File: src/rtl/dsadc_pkg.sv
package dsadc_pkg;

    typedef enum logic [1:0] {
        AB_IOZ   = 2'b00,
        AB_AZ    = 2'b01,
        AB_INT   = 2'b10,
        AB_DEINT = 2'b11
    } ab_e;

    typedef enum logic [2:0] {
        S_IDLE,
        S_AZ,
        S_INT,
        S_DEINT,
        S_IOZ
    } seq_st_e;

    typedef struct packed {
        logic pol_cap;      // last integrate clock
        logic fall_hit;     // comparator fall seen in deintegrate
        logic finish;       // clean exit from output-zero
        logic abort_deint;  // deintegrate ceiling reached
        logic abort_ioz;    // output-zero ceiling reached
    } seq_evt_t;

    function automatic ab_e ab_of(seq_st_e s);
        case (s)
            S_INT:   return AB_INT;
            S_DEINT: return AB_DEINT;
            S_IOZ:   return AB_IOZ;
            default: return AB_AZ;
        endcase
    endfunction

    function automatic logic ab_step_ok(logic [1:0] from, logic [1:0] to);
        case (from)
            2'b01:   return to == 2'b10;
            2'b10:   return to == 2'b11;
            2'b11:   return (to == 2'b00) || (to == 2'b01);
            default: return to == 2'b01;
        endcase
    endfunction

endpackage

File: src/rtl/dsadc_sync.sv
module dsadc_sync #(
    parameter int STAGES = 2
) (
    input  logic clk,
    input  logic rst,
    input  logic async_i,
    output logic lvl_o,
    output logic fall_o
);
    localparam int LAST = STAGES - 1;

    logic [LAST:0] chain;
    logic          lvl_d;

    always_ff @(posedge clk) begin
        if (rst) begin
            chain <= '0;
            lvl_d <= 1'b0;
        end else begin
            for (int k = LAST; k > 0; k--) chain[k] <= chain[k-1];
            chain[0] <= async_i;
            lvl_d    <= chain[LAST];
        end
    end

    assign lvl_o  = chain[LAST];
    assign fall_o = lvl_d & ~chain[LAST];

endmodule

File: src/rtl/dsadc_seq.sv
module dsadc_seq
    import dsadc_pkg::*;
#(
    parameter int CNT_W = 16
) (
    input  logic             clk,
    input  logic             rst,
    input  logic             start_i,
    input  logic             cs_i,
    input  logic             fall_i,
    input  logic [CNT_W-1:0] az_len_i,
    input  logic [CNT_W-1:0] int_len_i,
    input  logic [CNT_W-1:0] max_len_i,
    output seq_st_e          st_o,
    output logic [CNT_W-1:0] tmr_o,
    output seq_evt_t         evt_o
);
    seq_st_e          st, st_nxt;
    logic [CNT_W-1:0] tmr;

    function automatic logic at_end(logic [CNT_W-1:0] t, logic [CNT_W-1:0] len);
        return ({1'b0, t} + 1'b1) >= {1'b0, len};
    endfunction

    always_comb begin
        st_nxt = st;
        evt_o  = '0;
        case (st)
            S_IDLE:  if (start_i) st_nxt = S_AZ;
            S_AZ:    if (at_end(tmr, az_len_i)) st_nxt = S_INT;
            S_INT: begin
                if (at_end(tmr, int_len_i)) begin
                    st_nxt        = S_DEINT;
                    evt_o.pol_cap = 1'b1;
                end
            end
            S_DEINT: begin
                if (fall_i) begin
                    st_nxt         = S_IOZ;
                    evt_o.fall_hit = 1'b1;
                end else if (at_end(tmr, max_len_i)) begin
                    st_nxt            = S_IDLE;
                    evt_o.abort_deint = 1'b1;
                end
            end
            S_IOZ: begin
                if (cs_i) begin
                    st_nxt       = S_IDLE;
                    evt_o.finish = 1'b1;
                end else if (at_end(tmr, max_len_i)) begin
                    st_nxt          = S_IDLE;
                    evt_o.abort_ioz = 1'b1;
                end
            end
            default: st_nxt = S_IDLE;
        endcase
    end

    always_ff @(posedge clk) begin
        if (rst) begin
            st  <= S_IDLE;
            tmr <= '0;
        end else begin
            st  <= st_nxt;
            tmr <= (st_nxt != st || st == S_IDLE) ? '0 : tmr + 1'b1;
        end
    end

    assign st_o  = st;
    assign tmr_o = tmr;

    // phase code only takes legal steps
    p_ab_legal_r2: assert property (@(posedge clk) disable iff (rst)
        (ab_of(st_nxt) != ab_of(st)) |-> ab_step_ok(ab_of(st), ab_of(st_nxt)));

    // integrate is never cut short, whatever the comparator does
    p_int_hold_r4: assert property (@(posedge clk) disable iff (rst)
        (st == S_INT && !at_end(tmr, int_len_i)) |=> (st == S_INT));

    // output-zero ends the clock after the synced comparator is high
    p_ioz_exit_r7: assert property (@(posedge clk) disable iff (rst)
        (st == S_IOZ && cs_i) |=> (st == S_IDLE));

    // the deintegrate timer never passes the ceiling
    p_deint_bound_r8: assert property (@(posedge clk) disable iff (rst)
        (st == S_DEINT && max_len_i != '0) |-> (tmr < max_len_i));

    // a conversion in flight never restarts auto-zero
    p_no_restart_r11: assert property (@(posedge clk) disable iff (rst)
        (st != S_IDLE && st != S_AZ) |=> (st != S_AZ));

endmodule

File: src/rtl/dsadc_result.sv
module dsadc_result
    import dsadc_pkg::*;
#(
    parameter int CNT_W = 16
) (
    input  logic                    clk,
    input  logic                    rst,
    input  seq_evt_t                evt_i,
    input  logic                    cs_i,
    input  logic [CNT_W-1:0]        tmr_i,
    input  logic [CNT_W-1:0]        corr_i,
    output logic signed [CNT_W:0]   count_o,
    output logic                    pol_o,
    output logic                    ovr_o,
    output logic                    done_o
);
    logic [CNT_W-1:0]      raw_q, mag_q;
    logic                  pol_cap_q;
    logic signed [CNT_W:0] smag;

    function automatic logic [CNT_W-1:0] trim(logic [CNT_W-1:0] raw, logic [CNT_W-1:0] c);
        return (raw > c) ? raw - c : '0;
    endfunction

    always_ff @(posedge clk) begin
        if (rst) begin
            raw_q     <= '0;
            mag_q     <= '0;
            pol_cap_q <= 1'b0;
            pol_o     <= 1'b0;
            ovr_o     <= 1'b0;
            done_o    <= 1'b0;
        end else begin
            done_o <= 1'b0;
            if (evt_i.pol_cap)  pol_cap_q <= cs_i;
            if (evt_i.fall_hit) raw_q     <= tmr_i;
            if (evt_i.finish || evt_i.abort_ioz) begin
                mag_q  <= trim(raw_q, corr_i);
                pol_o  <= pol_cap_q;
                ovr_o  <= evt_i.abort_ioz;
                done_o <= 1'b1;
            end else if (evt_i.abort_deint) begin
                mag_q  <= '0;
                pol_o  <= pol_cap_q;
                ovr_o  <= 1'b1;
                done_o <= 1'b1;
            end
        end
    end

    assign smag    = $signed({1'b0, mag_q});
    assign count_o = pol_o ? smag : -smag;

    // done is a single-cycle strobe
    p_done_pulse_r10: assert property (@(posedge clk) disable iff (rst)
        done_o |=> !done_o);

    // the result only moves together with done
    p_result_hold_r10: assert property (@(posedge clk) disable iff (rst)
        !($stable(mag_q) && $stable(ovr_o) && $stable(pol_o)) |-> done_o);

endmodule

File: src/rtl/dsadc_ctrl.sv
module dsadc_ctrl
    import dsadc_pkg::*;
#(
    parameter int CNT_W       = 16,
    parameter int SYNC_STAGES = 2
) (
    input  logic                  clk,
    input  logic                  rst,
    input  logic                  start_i,
    input  logic                  cmp_i,
    input  logic [CNT_W-1:0]      az_len_i,
    input  logic [CNT_W-1:0]      int_len_i,
    input  logic [CNT_W-1:0]      max_len_i,
    input  logic [CNT_W-1:0]      corr_i,
    output logic [1:0]            ab_o,
    output logic signed [CNT_W:0] count_o,
    output logic                  pol_o,
    output logic                  ovr_o,
    output logic                  done_o
);
    logic             cs, cs_fall;
    seq_st_e          st;
    logic [CNT_W-1:0] tmr;
    seq_evt_t         evt;

    dsadc_sync #(.STAGES(SYNC_STAGES)) u_sync (
        .clk     (clk),
        .rst     (rst),
        .async_i (cmp_i),
        .lvl_o   (cs),
        .fall_o  (cs_fall)
    );

    dsadc_seq #(.CNT_W(CNT_W)) u_seq (
        .clk       (clk),
        .rst       (rst),
        .start_i   (start_i),
        .cs_i      (cs),
        .fall_i    (cs_fall),
        .az_len_i  (az_len_i),
        .int_len_i (int_len_i),
        .max_len_i (max_len_i),
        .st_o      (st),
        .tmr_o     (tmr),
        .evt_o     (evt)
    );

    dsadc_result #(.CNT_W(CNT_W)) u_res (
        .clk     (clk),
        .rst     (rst),
        .evt_i   (evt),
        .cs_i    (cs),
        .tmr_i   (tmr),
        .corr_i  (corr_i),
        .count_o (count_o),
        .pol_o   (pol_o),
        .ovr_o   (ovr_o),
        .done_o  (done_o)
    );

    assign ab_o = ab_of(st);

    // done only ever coincides with the auto-zero code
    p_done_in_az_r10: assert property (@(posedge clk) disable iff (rst)
        done_o |-> (ab_o == 2'b01));

endmodule

File: config.mk
export PLATFORM = sky130hd
export DESIGN_NAME = dsadc_ctrl
export DESIGN_NICKNAME = d
export VERILOG_FILES = /design/src/rtl/dsadc_pkg.sv /design/src/rtl/dsadc_sync.sv /design/src/rtl/dsadc_seq.sv /design/src/rtl/dsadc_result.sv /design/src/rtl/dsadc_ctrl.sv
export SDC_FILE = /design/constraint.sdc
export NUM_CORES = 1
export LEC_CHECK = 0
export ABC_AREA = 1
export BUFFER_PORTS_ARGS = -buffer_cell sky130_fd_sc_hd__clkbuf_2
export CORE_AREA = 5 5 113 115
export DETAILED_ROUTE_END_ITERATION = 10
export DIE_AREA = 0 0 118 120
export GPL_TIMING_DRIVEN = 0
export PLACE_DENSITY = 0.71
export RECOVER_POWER = 50
export SETUP_SLACK_MARGIN = 0.02
export SYNTH_ARGS = -nofsm -noshare
export SYNTH_HDL_FRONTEND = slang
export SYNTH_SLANG_ARGS = --single-unit
File: constraint.sdc
create_clock -name clk -period 6 [get_ports clk]
set_clock_uncertainty 0.15 [all_clocks]
set_input_delay 1.2 -clock clk [delete_from_list [all_inputs] [get_ports clk]]
set_output_delay 1.2 -clock clk [all_outputs]
set_load 0.05 [all_outputs]
After elaboration in Yosys (flattened, before gate mapping)

Index checks and enable logic that the tools add are counted.

Flip-flop bits (word level): 58
Bits of input ports: 68
Output and inout bits: 22
Logic and storage cells: 59

Add/sub/neg operators: 4
$lt $le $gt $ge: 4
Eq/ne operators: 5
Muxes and demuxes: 29
Bitwise gates (word level): 2
Reduce and logical (&&, ||, !) cells: 5

Operator list:

| cell                                          | number |
|---|---|
| >= comparator 17 x 16 -> 1 bit                | 3 |
| 2-to-1 mux 16 bit                             | 3 |
| 2-to-1 mux 3 bit                              | 6 |
| adder 16 x 1 -> 17 bit, second input constant | 1 |
| 2-to-1 mux 1 bit                              | 17 |
| 2-to-1 mux 17 bit                             | 1 |
| negation 16 -> 17 bit                         | 1 |
| adder 16 x 1 -> 16 bit, second input constant | 1 |
| greater-than comparator 16 bit                | 1 |
| subtractor 16 bit                             | 1 |
| case mux 3 bit (5 select lines)               | 1 |
| == test 3 x 2 -> 1 bit, second input constant | 2 |
| case mux 2 bit (3 select lines)               | 1 |
| == test 3 x 1 -> 1 bit, second input constant | 1 |
| == test 3 bit, second input constant          | 1 |
| zero test 3 bit                               | 1 |
| != test 3 bit                                 | 1 |
| logical OR 1 bit                              | 2 |
| nonzero test 2 bit                            | 1 |
| OR reduction 2 bit                            | 1 |
| bitwise AND 1 bit                             | 1 |
| NOT 1 bit                                     | 1 |

Logic depth before layout (Yosys ltp)

Depth in word-level cells: 8
Mapped depth: 24
Mapped depth without buffers: 23

Modules after synthesis

Synthesis repeated with hierarchy kept, for this count alone.

Cells, all modules: 821
Area total of the unflattened synthesis: 5363.9 µm²

Modules (own cells, without submodules):

| module       | instances | cells each | area each (µm²) | seq. area each (µm²) |
|---|---|---|---|---|
| dsadc_result | 1         | 421        | 2706.3          | 720.7 |
| dsadc_seq    | 1         | 381        | 2534.9          | 380.4 |
| dsadc_sync   | 1         | 11         | 92.6            | 60.1 |
| dsadc_ctrl   | 1         | 8          | 30.0            | 0.0 |

Worst setup path after synthesis

No wires, ideal clock.

Path type: register to output
Start: register u_res.pol_o
End: output count_o[11]
Arrival time: 2.151 ns
Required time: 4.650 ns
Path slack: 2.499 ns
Stages on the path, launching flop included: 6
Buffers on the path: 1
Cells stage by stage: dfxtp_1 > clkbuf_1 > o21ai_0 > nor2_1 > nand2_1 > xor2_1

Longest elaborated chain between the ends: 1

RTL lines:

| element                | line               | text |
|---|---|---|
| start, declared        | dsadc_result.sv:13 | `output logic pol_o,` |
| start signal, assigned | dsadc_result.sv:39 | `pol_o <= pol_cap_q;` |
| start signal, assigned | dsadc_result.sv:44 | `pol_o <= pol_cap_q;` |
| 2-to-1 mux 17 bit      | dsadc_result.sv:52 | `assign count_o = pol_o ? smag : -smag;` |
| end, declared          | dsadc_ctrl.sv:16   | `output logic signed [CNT_W:0] count_o,` |

No other way between the ends.

Worst setup path after layout

Start: register u_seq.tmr[0] (netlist: u_seq.tmr_o[0])
End: register u_seq.tmr[11] (netlist: u_seq.tmr_o[11])

Longest elaborated chain between the ends: 8
Elaborated cells between the ends (all ways): 14
Those cells by class: 2 x add/sub; 3 x order compare; 1 x eq/ne; 6 x mux; 2 x reduce/logical

RTL lines:

| element                                    | line                             | text |
|---|---|---|
| start, declared                            | dsadc_seq.sv:19                  | `logic [CNT_W-1:0] tmr;` |
| start signal, assigned                     | dsadc_seq.sv:65                  | `tmr <= (st_nxt != st \|\| st == S_IDLE) ? '0 : tmr + 1'b1;` |
| adder 16 x 1 -> 17 bit                     | dsadc_seq.sv:22                  | `return ({1'b0, t} + 1'b1) >= {1'b0, len};` |
| >= comparator 17 x 16 -> 1 bit             | dsadc_seq.sv:22                  |  |
| 2-to-1 mux 3 bit                           | dsadc_seq.sv:41, dsadc_seq.sv:50 |  |
| 2-to-1 mux 3 bit, on equally long branches | dsadc_seq.sv:47, dsadc_seq.sv:38 |  |
| case mux 3 bit (5 select lines)            | dsadc_seq.sv:28                  | `case (st)` |
| != test 3 bit                              | dsadc_seq.sv:65                  |  |
| logical OR 1 bit                           | dsadc_seq.sv:65                  |  |
| OR reduction 2 bit (no line)               | n/a                              |  |

Parallel ways exist; a longest one is shown, timed or not.
A chain may end at the register's enable or synchronous reset.

==> impl_metrics.toml <==
[sta]
period_share_pct = 71.4
hold_violations = 0
period_needed_ps = 4280
tightest_slew_ps = 618
maxSlewViolCount = 0
slew_headroom_pct = 59.0
fin_setup_tns_ps = 0
final-setup-viol-count = 0
fmax_ghz = 0.234
setup_ws_ps = 1720
rsz0062_at_grt = "false"

[routing]
viasPerCell = 4.87
drcViolationCount = 0
vias = 4865
ant_nets = 0
firstDrtPassIters = 5
drt-wirelength-per-cell_um = 12.1
drt_iter0_markers = 245
totalWireLength_mm = 12.1

[die]
die_x_um = 118
die_h_um = 120
pin_count = 90
core-area_um2 = 11700
start_util_pct = 42.8
die-area_um2 = 14200
rows = 40

[critical_path]
slowest_delay_ps = 490
r2r_slack_ps = 1720
crit_top_cell = "nand4_1"
endpoint_kind = "flop"
timing.rr.start = "u_seq.tmr_o[0]"
start_kind = "flop"
crit_chain = "and3_1 -> nand3_1 -> nor3b_1 -> nand3_1 -> nor2_1 -> nand4_1 -> xor2_1 -> inv_1 -> ha_1 -> nand4_1 -> nor4_1 -> nand2_1 -> nand4_1 -> nand2_1 -> inv_1 -> o21ai_2 -> nand2_2 -> buf_6 -> nor2_2"
r2r_cells = 19
crit_path_max_fanout = 10
cp_slowest_cell = "dfxtp_1"
crit_required_ps = 6060
worst-endpoint-arrival_ps = 4340
path_class = "flop to flop"
r2r-end = "u_seq.tmr_o[11]"

[synthesis]
synthCells = 749
syn_nets = 884
avgSynthCellArea_um2 = 6.70
synth_ff_type = "dfxtp_1"
synth_edf_count = 0
synth_seq_cells = 58
yosysUniqueCellTypes = 38
synthesis.area_um2 = 5020
seq_area_frac_synth_pct = 23.1
ys_warn_count = 0
async_flop_share_pct = 0

[global_route]
grt_pass1_wl_mm = 20.8
antenna_found_initial = 0
gr-total-overflow = 0
grt_pass1_vias = 4617
grt_start_max_net_pins = 11
grt_use_total_pct = 17.6

[place]
finalWeightedCongestion = 0.892
port_buffers = 88
hpwlAfterDp_mm = 10.1
pre_cts_ws_ps = 1920

[clock_network]
cts_resized = 0
cts.sinks = 58
cts_buffers = 9
cts.reportedPaths.clkPinSlew_ps = 50
clockRootBuffer = "clkbuf_16"
htree_levels = 3
insertion_delay_ps = 330
cts_tree = "yes"
hold_buffers = 0
cts_setup_buffers = 0
cts_buffer_depth = 2

[run_status]
status = "completed"

[cells_and_area]
final_nets = 983
drive_gt1_share_pct = 14.3
antennaDiodeCount = 0
area_growth_pct = 18.8
fill_cells = 1242

[min_path]
hold_path_depth = 2
hold-path-endpoint = "u_sync.chain[1]"
min-delay-start = "u_sync.chain[0]"
hold_class = "flop to flop"

[power_and_ir_drop]
power.density_nw_per_um2 = 184
p_total_w = 0.00109
irDropWorstVdd_mv = 0.130
p_leak_nw = 3.23

[job]
max_cap_viol_count = 0
-- power breakdown --
group | leakage [nW] | switching [W] | total, W | internal [W]
clock network | 0.169 | 0.000174 | 0.000602 | 0.000428
registers | 0.468 | 0.00000211 | 0.000390 | 0.000388
logic | 2.59 | 0.0000585 | 0.000103 | 0.0000442
total | 3.23 | 0.000235 | 0.00109 | 0.000860
-- cell families (layout without fill, tap and decap cells) --
kind of cell	after synthesis	in the layout	synth area share [%]
buffers and inverters	164	268	12.9
flip-flops	58	58	23.1
adder cells (fa/ha/maj)	67	67	16.9
AND/OR/NAND/NOR	301	301	27.5
AO/OA/AOI/OAI	119	119	12.6
XOR/XNOR	40	40	6.98
-- state kept, by name, summed over array words and instances (netlist names) --
| register | flops |
|---|---|
| u_res.mag_q | 16 |
| u_res.raw_q | 16 |
| u_seq.tmr_o | 16 |
| u_seq.st_o | 3 |
| u_sync.chain | 2 |
| u_res.done_o | 1 |
| u_res.ovr_o | 1 |
| u_res.pol_cap_q | 1 |
| u_res.pol_o | 1 |
| u_sync.lvl_d | 1 |
-- worst max path at each step --
stage	slack, ps	start	endpoint	depth (start not counted)
after floorplan	2500	u_res.pol_o	count_o[11]	5
after global placement	1930	u_seq.tmr_o[0]	u_seq.tmr_o[11]	19
after detailed placement	1920	u_seq.tmr_o[0]	u_seq.tmr_o[0]	19
after CTS	1880	u_seq.tmr_o[0]	u_seq.tmr_o[11]	19
after global routing	1340	u_seq.tmr_o[0]	u_seq.tmr_o[15]	19
final	1720	u_seq.tmr_o[0]	u_seq.tmr_o[11]	19
-- cell usage after synthesis (2+ instances only) --
| master | instances | area (um2) |
|---|---|---|
| inv_1 | 146 | 548 |
| nand2_1 | 102 | 383 |
| nor2_1 | 92 | 345 |
| ha_1 | 66 | 826 |
| a21oi_1 | 61 | 305 |
| dfxtp_1 | 58 | 1160 |
| o21ai_0 | 43 | 215 |
| nand3_1 | 37 | 185 |
| xor2_1 | 25 | 219 |
| nand4_1 | 24 | 150 |
| nor3_1 | 15 | 75.1 |
| xnor2_1 | 15 | 131 |
| nor2_2 | 14 | 87.6 |
| clkbuf_1 | 8 | 30.0 |
| nand2_2 | 5 | 31.3 |
| inv_2 | 4 | 15.0 |
| buf_6 | 3 | 33.8 |
| nand3_2 | 3 | 30.0 |
| o211ai_1 | 3 | 22.5 |
| a31oi_1 | 2 | 12.5 |
| buf_4 | 2 | 15.0 |
| nor2_4 | 2 | 22.5 |
| nor4_1 | 2 | 12.5 |
| o21ai_2 | 2 | 17.5 |
| o21bai_1 | 2 | 15.0 |
-- final cells by class --
type                       instances  area (um2)  share of cell area (%)
timing repair buffer              88         417                    6.99
clock buffer                      12         256                    4.30
multi-input combinational        527        3200                    53.7
clock inverter                     4        97.6                    1.64
buffer                            14        83.8                    1.41
sequential                        58        1160                    19.5
inverter                         150         563                    9.45
tap                              147         184                    3.09
-- per-stage QoR --
step / hold WS, ps / util, % / instances / area [um2]
after floorplan: 238 / - / 749 / 5020
after global placement: 240 / 48.2 / 984 / 5640
after detailed placement: 247 / 48.2 / 984 / 5640
after CTS: 255 / 51.2 / 1000 / 5990
after global routing: 273 / 50.9 / 1000 / 5960
final: 253 / 50.9 / 1000 / 5960
-- worst max-delay path: cells and delay by family (launching register included) --
kind	cells	cell delay [ps]
xor gates and xnor gates	1	250
buffers and inverters	3	430
and+or+nand+nor	13	2410
AOI/OAI and AO/OA	1	70
DFF	1	490
adders and majority gates	1	380
-- layout by cell type, fill, tap and decap left out, types with 9 or more instances in the layout --
cell type	Yosys	routed
inv_1	146	146
nand2_1	102	102
nor2_1	92	92
clkbuf_2	0	69
ha_1	66	66
a21oi_1	61	61
dfxtp_1	58	58
o21ai_0	43	43
nand3_1	37	38
clkbuf_1	8	28
xor2_1	25	25
nand4_1	24	24
nor3_1	15	15
xnor2_1	15	15
nor2_2	14	14
clkbuf_16	0	9
-- layer usage --
layer  vias to the layer above  routed length, um  GRT usage, %
met3                        16                538          3.06
li1                       2612                  -             -
met1                      2116               5560          22.2
met2                       121               5800          30.6
met4                         0                205          5.38
met5                         -                  0             0
Note: power is estimated with default switching activity, not from simulation.
